===== config.mk =====
export PLATFORM = sky130hd
export DESIGN_NAME = clpm_bank
export DESIGN_NICKNAME = d
export VERILOG_FILES = /design/src/rtl/clpm_pkg.sv /design/src/rtl/clpm_wr_decode.sv /design/src/rtl/clpm_evt_counter.sv /design/src/rtl/clpm_cycle_counter.sv /design/src/rtl/clpm_bank.sv
export SDC_FILE = /design/constraint.sdc
export NUM_CORES = 1
export LEC_CHECK = 0
export BUFFER_PORTS_ARGS = -buffer_cell sky130_fd_sc_hd__clkbuf_2
export CORE_ASPECT_RATIO = 1.4
export CORE_MARGIN = 2
export CORE_UTILIZATION = 35
export DETAILED_ROUTE_END_ITERATION = 6
export GPL_TIMING_DRIVEN = 1
export PLACE_DENSITY = 0.6
export SYNTH_ARGS = -nofsm -noshare
export SYNTH_HDL_FRONTEND = slang
export SYNTH_SLANG_ARGS = --single-unit

===== constraint.sdc =====
create_clock -name clk -period 4.1 [get_ports clk]
set_input_delay 1.23 -clock clk [delete_from_list [all_inputs] [get_ports clk]]
set_output_delay 1.23 -clock clk [all_outputs]
set_load 0.05 [all_outputs]

===== src/rtl/clpm_pkg.sv =====
package clpm_pkg;

    localparam int DATA_W   = 32;
    localparam int CYC_W    = 64;
    localparam int SEL_W    = 5;
    localparam int ADDR_W   = 4;
    localparam int EVT_IN_W = 64;
    localparam int CYC_BIT  = 31;
    localparam logic [7:0] CODE_CYCLES = 8'h11;

    typedef enum logic [ADDR_W-1:0] {
        A_CTRL     = 4'd0,
        A_EN_SET   = 4'd1,
        A_EN_CLR   = 4'd2,
        A_OVF_SET  = 4'd3,
        A_OVF_CLR  = 4'd4,
        A_SEL      = 4'd5,
        A_IRQ_SET  = 4'd6,
        A_IRQ_CLR  = 4'd7,
        A_CYC_LO   = 4'd8,
        A_CYC_HI   = 4'd9,
        A_EVT_TYPE = 4'd10,
        A_EVT_VAL  = 4'd11,
        A_CAP_LO   = 4'd12,
        A_CAP_HI   = 4'd13
    } reg_addr_e;

    // One write strobe per writable register
    typedef struct packed {
        logic ctrl;
        logic en_set;
        logic en_clr;
        logic ovf_set;
        logic ovf_clr;
        logic sel;
        logic irq_set;
        logic irq_clr;
        logic cyc_lo;
        logic cyc_hi;
        logic evt_type;
        logic evt_val;
    } wr_strobe_t;

    // Bits that exist in every counter bitmap
    function automatic logic [DATA_W-1:0] impl_mask(input int n_evt);
        return (DATA_W'(1) << CYC_BIT) | ((DATA_W'(1) << n_evt) - DATA_W'(1));
    endfunction

    // Write-one set/clear update of a bitmap
    function automatic logic [DATA_W-1:0] set_clr(
        input logic [DATA_W-1:0] cur,
        input logic [DATA_W-1:0] set_bits,
        input logic [DATA_W-1:0] clr_bits,
        input logic [DATA_W-1:0] mask
    );
        return ((cur | set_bits) & ~clr_bits) & mask;
    endfunction

    function automatic logic [DATA_W-1:0] ctrl_word(
        input logic       en,
        input logic [4:0] n_evt,
        input logic [7:0] id_code,
        input logic [7:0] impl_code
    );
        return {impl_code, id_code, n_evt, 10'b0, en};
    endfunction

endpackage


===== src/rtl/clpm_wr_decode.sv =====
module clpm_wr_decode
    import clpm_pkg::*;
(
    input  logic              wr_en,
    input  logic [ADDR_W-1:0] addr,
    output wr_strobe_t        stb
);
    reg_addr_e a;

    always_comb begin
        a   = reg_addr_e'(addr);
        stb = '0;
        if (wr_en) begin
            case (a)
                A_CTRL:     stb.ctrl     = 1'b1;
                A_EN_SET:   stb.en_set   = 1'b1;
                A_EN_CLR:   stb.en_clr   = 1'b1;
                A_OVF_SET:  stb.ovf_set  = 1'b1;
                A_OVF_CLR:  stb.ovf_clr  = 1'b1;
                A_SEL:      stb.sel      = 1'b1;
                A_IRQ_SET:  stb.irq_set  = 1'b1;
                A_IRQ_CLR:  stb.irq_clr  = 1'b1;
                A_CYC_LO:   stb.cyc_lo   = 1'b1;
                A_CYC_HI:   stb.cyc_hi   = 1'b1;
                A_EVT_TYPE: stb.evt_type = 1'b1;
                A_EVT_VAL:  stb.evt_val  = 1'b1;
                default:    stb          = '0;
            endcase
        end
    end
endmodule


===== src/rtl/clpm_evt_counter.sv =====
module clpm_evt_counter
    import clpm_pkg::*;
#(
    parameter int CNT_W  = 32,
    parameter int TYPE_W = 16,
    parameter int IN_W   = 64
) (
    input  logic              clk,
    input  logic              rst,
    input  logic              run,
    input  logic              zero,
    input  logic              wr_type,
    input  logic              wr_val,
    input  logic [TYPE_W-1:0] type_in,
    input  logic [CNT_W-1:0]  val_in,
    input  logic [IN_W-1:0]   evt_in,
    output logic [TYPE_W-1:0] type_q,
    output logic [CNT_W-1:0]  val_q,
    output logic              wrap
);
    localparam int IDX_W = $clog2(IN_W);

    logic hit;
    logic step;

    always_comb begin
        hit = 1'b0;
        if (type_q == TYPE_W'(CODE_CYCLES))
            hit = 1'b1;
        else if (type_q < TYPE_W'(IN_W))
            hit = evt_in[type_q[IDX_W-1:0]];
    end

    assign step = run && hit && !zero && !wr_val;
    assign wrap = step && (&val_q);

    always_ff @(posedge clk) begin
        if (rst) begin
            type_q <= '0;
            val_q  <= '0;
        end else begin
            if (wr_type)
                type_q <= type_in;
            if (zero)
                val_q <= '0;
            else if (wr_val)
                val_q <= val_in;
            else if (step)
                val_q <= val_q + CNT_W'(1);
        end
    end
endmodule


===== src/rtl/clpm_cycle_counter.sv =====
module clpm_cycle_counter
    import clpm_pkg::*;
(
    input  logic              clk,
    input  logic              rst,
    input  logic              run,
    input  logic              zero,
    input  logic              wr_lo,
    input  logic              wr_hi,
    input  logic [DATA_W-1:0] wdata,
    output logic [CYC_W-1:0]  val_q,
    output logic              wrap
);
    logic step;

    assign step = run && !zero && !wr_lo && !wr_hi;
    assign wrap = step && (&val_q);

    always_ff @(posedge clk) begin
        if (rst) begin
            val_q <= '0;
        end else if (zero) begin
            val_q <= '0;
        end else if (wr_lo || wr_hi) begin
            if (wr_lo) val_q[DATA_W-1:0]     <= wdata;
            if (wr_hi) val_q[CYC_W-1:DATA_W] <= wdata;
        end else if (step) begin
            val_q <= val_q + CYC_W'(1);
        end
    end
endmodule


===== src/rtl/clpm_bank.sv =====
module clpm_bank
    import clpm_pkg::*;
#(
    parameter int          NUM_EVT   = 4,
    parameter int          TYPE_W    = 16,
    parameter logic [7:0]  ID_CODE   = 8'h5A,
    parameter logic [7:0]  IMPL_CODE = 8'hC3,
    parameter logic [63:0] CAP_MAP   = 64'h0000_F0F0_0022_0009
) (
    input  logic                clk,
    input  logic                rst,
    input  logic                reg_wr,
    input  logic [ADDR_W-1:0]   reg_addr,
    input  logic [DATA_W-1:0]   reg_wdata,
    output logic [DATA_W-1:0]   reg_rdata,
    input  logic [EVT_IN_W-1:0] evt_in,
    output logic                ovf_irq
);
    localparam logic [DATA_W-1:0] IMPL = impl_mask(NUM_EVT);
    localparam logic [4:0]        NEVT = 5'(NUM_EVT);

    wr_strobe_t stb;
    logic              glob_en_q;
    logic [DATA_W-1:0] cnt_en_q, irq_en_q, ovf_q;
    logic [SEL_W-1:0]  sel_q;
    logic [DATA_W-1:0] wrap_vec;
    logic [CYC_W-1:0]  cyc_val;
    logic              zero_evt, zero_cyc;
    logic [TYPE_W-1:0] evt_type [NUM_EVT];
    logic [DATA_W-1:0] evt_val  [NUM_EVT];
    logic [TYPE_W-1:0] ind_type;
    logic [DATA_W-1:0] ind_val;

    clpm_wr_decode u_dec (
        .wr_en (reg_wr),
        .addr  (reg_addr),
        .stb   (stb)
    );

    assign zero_evt = stb.ctrl && reg_wdata[1];
    assign zero_cyc = stb.ctrl && reg_wdata[2];

    // Event counters occupy bitmap bits 0..NUM_EVT-1
    for (genvar i = 0; i < CYC_BIT; i++) begin : g_slot
        if (i < NUM_EVT) begin : g_cnt
            clpm_evt_counter #(
                .CNT_W  (DATA_W),
                .TYPE_W (TYPE_W),
                .IN_W   (EVT_IN_W)
            ) u_cnt (
                .clk     (clk),
                .rst     (rst),
                .run     (glob_en_q && cnt_en_q[i]),
                .zero    (zero_evt),
                .wr_type (stb.evt_type && (sel_q == SEL_W'(i))),
                .wr_val  (stb.evt_val && (sel_q == SEL_W'(i))),
                .type_in (reg_wdata[TYPE_W-1:0]),
                .val_in  (reg_wdata),
                .evt_in  (evt_in),
                .type_q  (evt_type[i]),
                .val_q   (evt_val[i]),
                .wrap    (wrap_vec[i])
            );
        end else begin : g_none
            assign wrap_vec[i] = 1'b0;
        end
    end

    clpm_cycle_counter u_cyc (
        .clk   (clk),
        .rst   (rst),
        .run   (glob_en_q && cnt_en_q[CYC_BIT]),
        .zero  (zero_cyc),
        .wr_lo (stb.cyc_lo),
        .wr_hi (stb.cyc_hi),
        .wdata (reg_wdata),
        .val_q (cyc_val),
        .wrap  (wrap_vec[CYC_BIT])
    );

    // Control state and bitmaps; a hardware wrap beats a clear on the same edge
    always_ff @(posedge clk) begin
        if (rst) begin
            glob_en_q <= 1'b0;
            cnt_en_q  <= '0;
            irq_en_q  <= '0;
            ovf_q     <= '0;
            sel_q     <= '0;
        end else begin
            if (stb.ctrl)
                glob_en_q <= reg_wdata[0];
            cnt_en_q <= set_clr(cnt_en_q,
                                stb.en_set ? reg_wdata : '0,
                                stb.en_clr ? reg_wdata : '0, IMPL);
            irq_en_q <= set_clr(irq_en_q,
                                stb.irq_set ? reg_wdata : '0,
                                stb.irq_clr ? reg_wdata : '0, IMPL);
            ovf_q    <= set_clr(ovf_q,
                                stb.ovf_set ? reg_wdata : '0,
                                stb.ovf_clr ? reg_wdata : '0, IMPL) | wrap_vec;
            if (stb.sel)
                sel_q <= reg_wdata[SEL_W-1:0];
        end
    end

    // Indirect view of the selected counter; unimplemented index reads zero
    always_comb begin
        ind_type = '0;
        ind_val  = '0;
        for (int i = 0; i < NUM_EVT; i++) begin
            if (sel_q == SEL_W'(i)) begin
                ind_type = evt_type[i];
                ind_val  = evt_val[i];
            end
        end
    end

    always_comb begin
        case (reg_addr_e'(reg_addr))
            A_CTRL:                reg_rdata = ctrl_word(glob_en_q, NEVT, ID_CODE, IMPL_CODE);
            A_EN_SET, A_EN_CLR:    reg_rdata = cnt_en_q;
            A_OVF_SET, A_OVF_CLR:  reg_rdata = ovf_q;
            A_SEL:                 reg_rdata = DATA_W'(sel_q);
            A_IRQ_SET, A_IRQ_CLR:  reg_rdata = irq_en_q;
            A_CYC_LO:              reg_rdata = cyc_val[DATA_W-1:0];
            A_CYC_HI:              reg_rdata = cyc_val[CYC_W-1:DATA_W];
            A_EVT_TYPE:            reg_rdata = DATA_W'(ind_type);
            A_EVT_VAL:             reg_rdata = ind_val;
            A_CAP_LO:              reg_rdata = CAP_MAP[31:0];
            A_CAP_HI:              reg_rdata = CAP_MAP[63:32];
            default:               reg_rdata = '0;
        endcase
    end

    assign ovf_irq = |(ovf_q & irq_en_q);

endmodule


==> summary.md <==
| Metric | Value |
|---|---|
| Root cell of the clock tree | clkbuf_16 |
| Vias in the first global route | 20,300 |
| Mux share of post-synthesis cell area | approximately 9.8% |
| Outcome | finished clean |
| Die height | 283 µm |
| R2r setup slk | 0.76 ns |
| Max Buffers Root-to-Sink | 3 |
| Final setup vio count | 0 |
| Site row count | about 100 |
| Worst setup EP type | output pin |
| Reg2reg end | ovf_q[0] |
| Sw Ratio | roughly 28% |
| Combinational Power Share | 12.1% |
| Critical path, cell by cell | buf_4 > buf_12 > buf_4 > nand2b_4 > a211oi_2 > buf_4 > a221o_1 > a221o_2 > buf_12 |
| Number of enable flip-flop cells after synthesis | 0 |
| Slew Limit Fails | 0 |
| Initial Utilization | 35.3% |
| Reg2reg start | g_slot[0].g_cnt.u_cnt.type_q[1] |
| # nets final | 2,709 |
| Final Power | approximately 6.2 mW |
| CP Launch Point | reg_addr[0] |
| Flop pwr share | 44.0% |
| Drt first-iter violations | 2,174 |
| Worst skew pair latency | 0.60 ns |
| GPL Wtd Cong | 0.967 |
| Post-DP HPWL | around 63,000 µm |
| Power Dens Cells | 268 nW/µm² |
| CTS sink cnt | roughly 280 |
| Worst EP arrival | about 2.8 ns |
| CP Launch Type | input pin |
| Core ar. | 55,000 µm² |
| Num ports | 136 |
| Tcrit/Tclk final | 99.3% |
| Reg2Reg Depth | 8 |
| Crit path max fanout | 7 |
| Slew HR | 27.8% |
| Sw Pwr | between 1.5 and 2 mW |
| Clk pwr share | roughly 44% |
| Wire per inst | 25.3 µm |
| Fin. Hold Viols | 0 |
| Fmax achieved | between 0.2 and 0.25 GHz |
| Largest net degree at the start of global routing | 76 |
| Synth Instances | between 2,000 and 3,000 |
| Fillers | approximately 5,600 |
| CTS tree | built |
| VDD IR-drop max | 0.294 mV |
| Synth async-reset ratio | 0% |
| Area Growth Syn to Fin | 19.5% |
| Post-Syn Area | 19,400 µm² |
| Worst Max-Slew Pin Slew | 1.07 ns |
| Post-synth cell types | 86 |
| RSZ-0062 raised after global routing | no |
| Critical path class | input pin to output pin |
| CTS buffer count | 31 |
| Mapped Nets | about 2,600 |
| Crit path to | reg_rdata[3] |
| Worst Path Required | 2.87 ns |
| Die footprint | approximately 57,000 µm² |
| Leakage Power | 7.14 nW |
| Die W | 203 µm |
| Post-synthesis adder-cell area fraction | 0.322% |
| Syn. warnings | 0 |
| Diodes inserted | 0 |
| DR vias | 21,200 |
| Clk pin slew, worst setup/hold paths | 0.06 ns |
| Antenna violations before repair | 2 |
| Setup TNS | 0 ns |
| Crit-path most repeated cell | buf_4 |
| WHS | 0.471 ns |
| Yosys reg bits | between 200 and 300 |
| GRT overflow | 0 |
| Crit-path max cell delay | 0.36 ns |
| Simple-gate share of the synthesized area | 22.9% |
| Hold Crit Class | flop to flop |
| Number of remaining DRC errors | 0 |
| Antenna Nets Post-Route | 0 |
| Final core utilization | 42.1% |
| Syn_area_per_cell | 7.67 µm² |
| Commonest non-fill, non-tap cells in the layout | 287 x a21oi_1, 273 x dfxtp_1, 238 x nand2_1 |
| Max-Cap Viols | 0 |
| Minimum clock period | 4.07 ns |
| Top FF cell, synth | dfxtp_1 |
| Post-DR vias/cell | 6.33 |
| First-pass GRT wire length | 126,000 µm |
| Xor and xnor area share after synthesis | between 5 and 6% |
| Critical path's slowest cell | a221o_1 |
| Most common cell after layout, fill and taps aside | a21oi_1 |
| Compound-Gate Fraction of Synth Area | 27.3% |
| DR pass1 iterations | 5 |
| Setup Skew | 0.0227 ns |
| Final wirelength | 84,600 µm |
| P_int | 4.49 mW |
| # port buffers | 135 |
| Sequential share of the synthesized area | 28.6% |
| Layout cells sized above 1 | between 10% and 20% |
| GRT Total Usage | 28.6% |
| CTS H-tree lvls | 1 |
| Largest family of logic cells by synthesized area | compound AO/OA/AOI/OAI gates |
per-stage QoR:
step	std cells	setup slack [ns]	cell area [µm²]
CTS	3345	0.00187	23000
global placement	3294	-0.0985	22000
finish	3347	0.0307	23200
floorplan	2529	-0.0379	19600
detailed placement	3294	-0.0665	22000
global route	3347	0.00274	23200
cells by family after synthesis:
| family | after synthesis |
|---|---|
| and+or+nand+nor | 886 |
| adders and majority gates | 5 |
| muxes | 127 |
| DFF | 277 |
| xor gates and xnor gates | 122 |
| AOI/OAI and AO/OA | 842 |
| buffers and inverters | 270 |
cell usage after synthesis (13+ instances only):
| master | n | area share (%) |
|---|---|---|
| a21oi_1 | 297 | 7.7 |
| dfxtp_1 | 277 | 29 |
| nand2_1 | 241 | 4.7 |
| o21ai_0 | 199 | 5.1 |
| clkbuf_1 | 192 | 3.7 |
| nor2_1 | 180 | 3.5 |
| xnor2_1 | 121 | 5.5 |
| nand3_1 | 110 | 2.8 |
| nor4_1 | 69 | 2.2 |
| a22oi_1 | 65 | 2.5 |
| nor3_1 | 65 | 1.7 |
| nand4_1 | 63 | 2.0 |
| mux2i_1 | 60 | 3.1 |
| mux4_2 | 49 | 5.7 |
| a211oi_1 | 38 | 1.5 |
| o22ai_1 | 34 | 1.1 |
| and3_1 | 32 | 1.0 |
| inv_1 | 32 | 0.62 |
| a221oi_1 | 30 | 1.4 |
| buf_2 | 26 | 0.67 |
| and2_1 | 25 | 0.81 |
| a221o_1 | 18 | 0.93 |
| a31oi_1 | 18 | 0.58 |
| and4_1 | 18 | 0.81 |
| a22o_1 | 15 | 0.68 |
| nor2b_1 | 15 | 0.48 |
| mux2_2 | 14 | 0.81 |
| buf_1 | 13 | 0.25 |
flip-flops by register name, summed over array words and instances, names as in the netlist:
signal	flops
ovf_q	5
u_cyc.val_q	64
irq_en_q	5
g_slot.g_cnt.u_cnt.val_q	128
cnt_en_q	5
g_slot.g_cnt.u_cnt.type_q	64
glob_en_q	1
sel_q	5
power by group through the flow:
stage	logic (mW)	clock network, mW	registers [mW]
3_5_place_dp	0.723	0	2.80
6_report	0.751	2.73	2.74
3_3_place_gp	0.715	0	2.80
2_1_floorplan	0.372	0	2.78
4_1_cts	0.730	2.78	2.74
5_1_grt	0.790	2.86	2.74
cell type report:
| type | instances | area [µm²] | area share (%) |
|---|---|---|---|
| multi-input cells | 1982 | 13200 | 56.8 |
| clock inverters | 7 | 45.0 | 0.194 |
| repair buffers | 277 | 2470 | 10.7 |
| well taps | 728 | 911 | 3.93 |
| inverters | 32 | 123 | 0.529 |
| clock buffers | 44 | 905 | 3.90 |
| flip-flops and latches | 277 | 5550 | 23.9 |
what timing repair did:
action                                  4_1_cts  5_1_grt
hold buffers                                  0        0
endpoints found under the hold margin         0        0
gates resized for setup                      15       33
endpoints found under the setup margin       17       23
pin swaps                                     4        8
buffers inserted                              0        2
layer usage:
layer	share of wire [%]	wire length, µm	global-route usage [%]	vias up
met3	7.5	6310	4.23	276
met4	6.2	5250	16.4	2
met5	0.026	22	0	-
met1	37	31300	32.7	10200
li1	-	-	-	9686
met2	49	41800	50.8	1026
worst max-delay path: cells and delay by family:
family | cells | cell delay, ns
simple gates | 1 | 0.08
buf+inv | 5 | 0.72
compound gates | 3 | 0.81
worst min-delay path by stage:
stage          cells after the start                              from                               end  slack [ns]
6_report                           2   g_slot[2].g_cnt.u_cnt.type_q[7]   g_slot[2].g_cnt.u_cnt.type_q[7]        0.47
5_1_grt                            2   g_slot[2].g_cnt.u_cnt.type_q[7]   g_slot[2].g_cnt.u_cnt.type_q[7]        0.49
4_1_cts                            2  g_slot[1].g_cnt.u_cnt.type_q[12]  g_slot[1].g_cnt.u_cnt.type_q[12]        0.47
3_5_place_dp                       2  g_slot[1].g_cnt.u_cnt.type_q[12]  g_slot[1].g_cnt.u_cnt.type_q[12]        0.46
3_3_place_gp                       2   g_slot[2].g_cnt.u_cnt.type_q[7]   g_slot[2].g_cnt.u_cnt.type_q[7]        0.45
2_1_floorplan                      2  g_slot[2].g_cnt.u_cnt.type_q[15]  g_slot[2].g_cnt.u_cnt.type_q[15]        0.44
(Power assumes the default switching activity.)
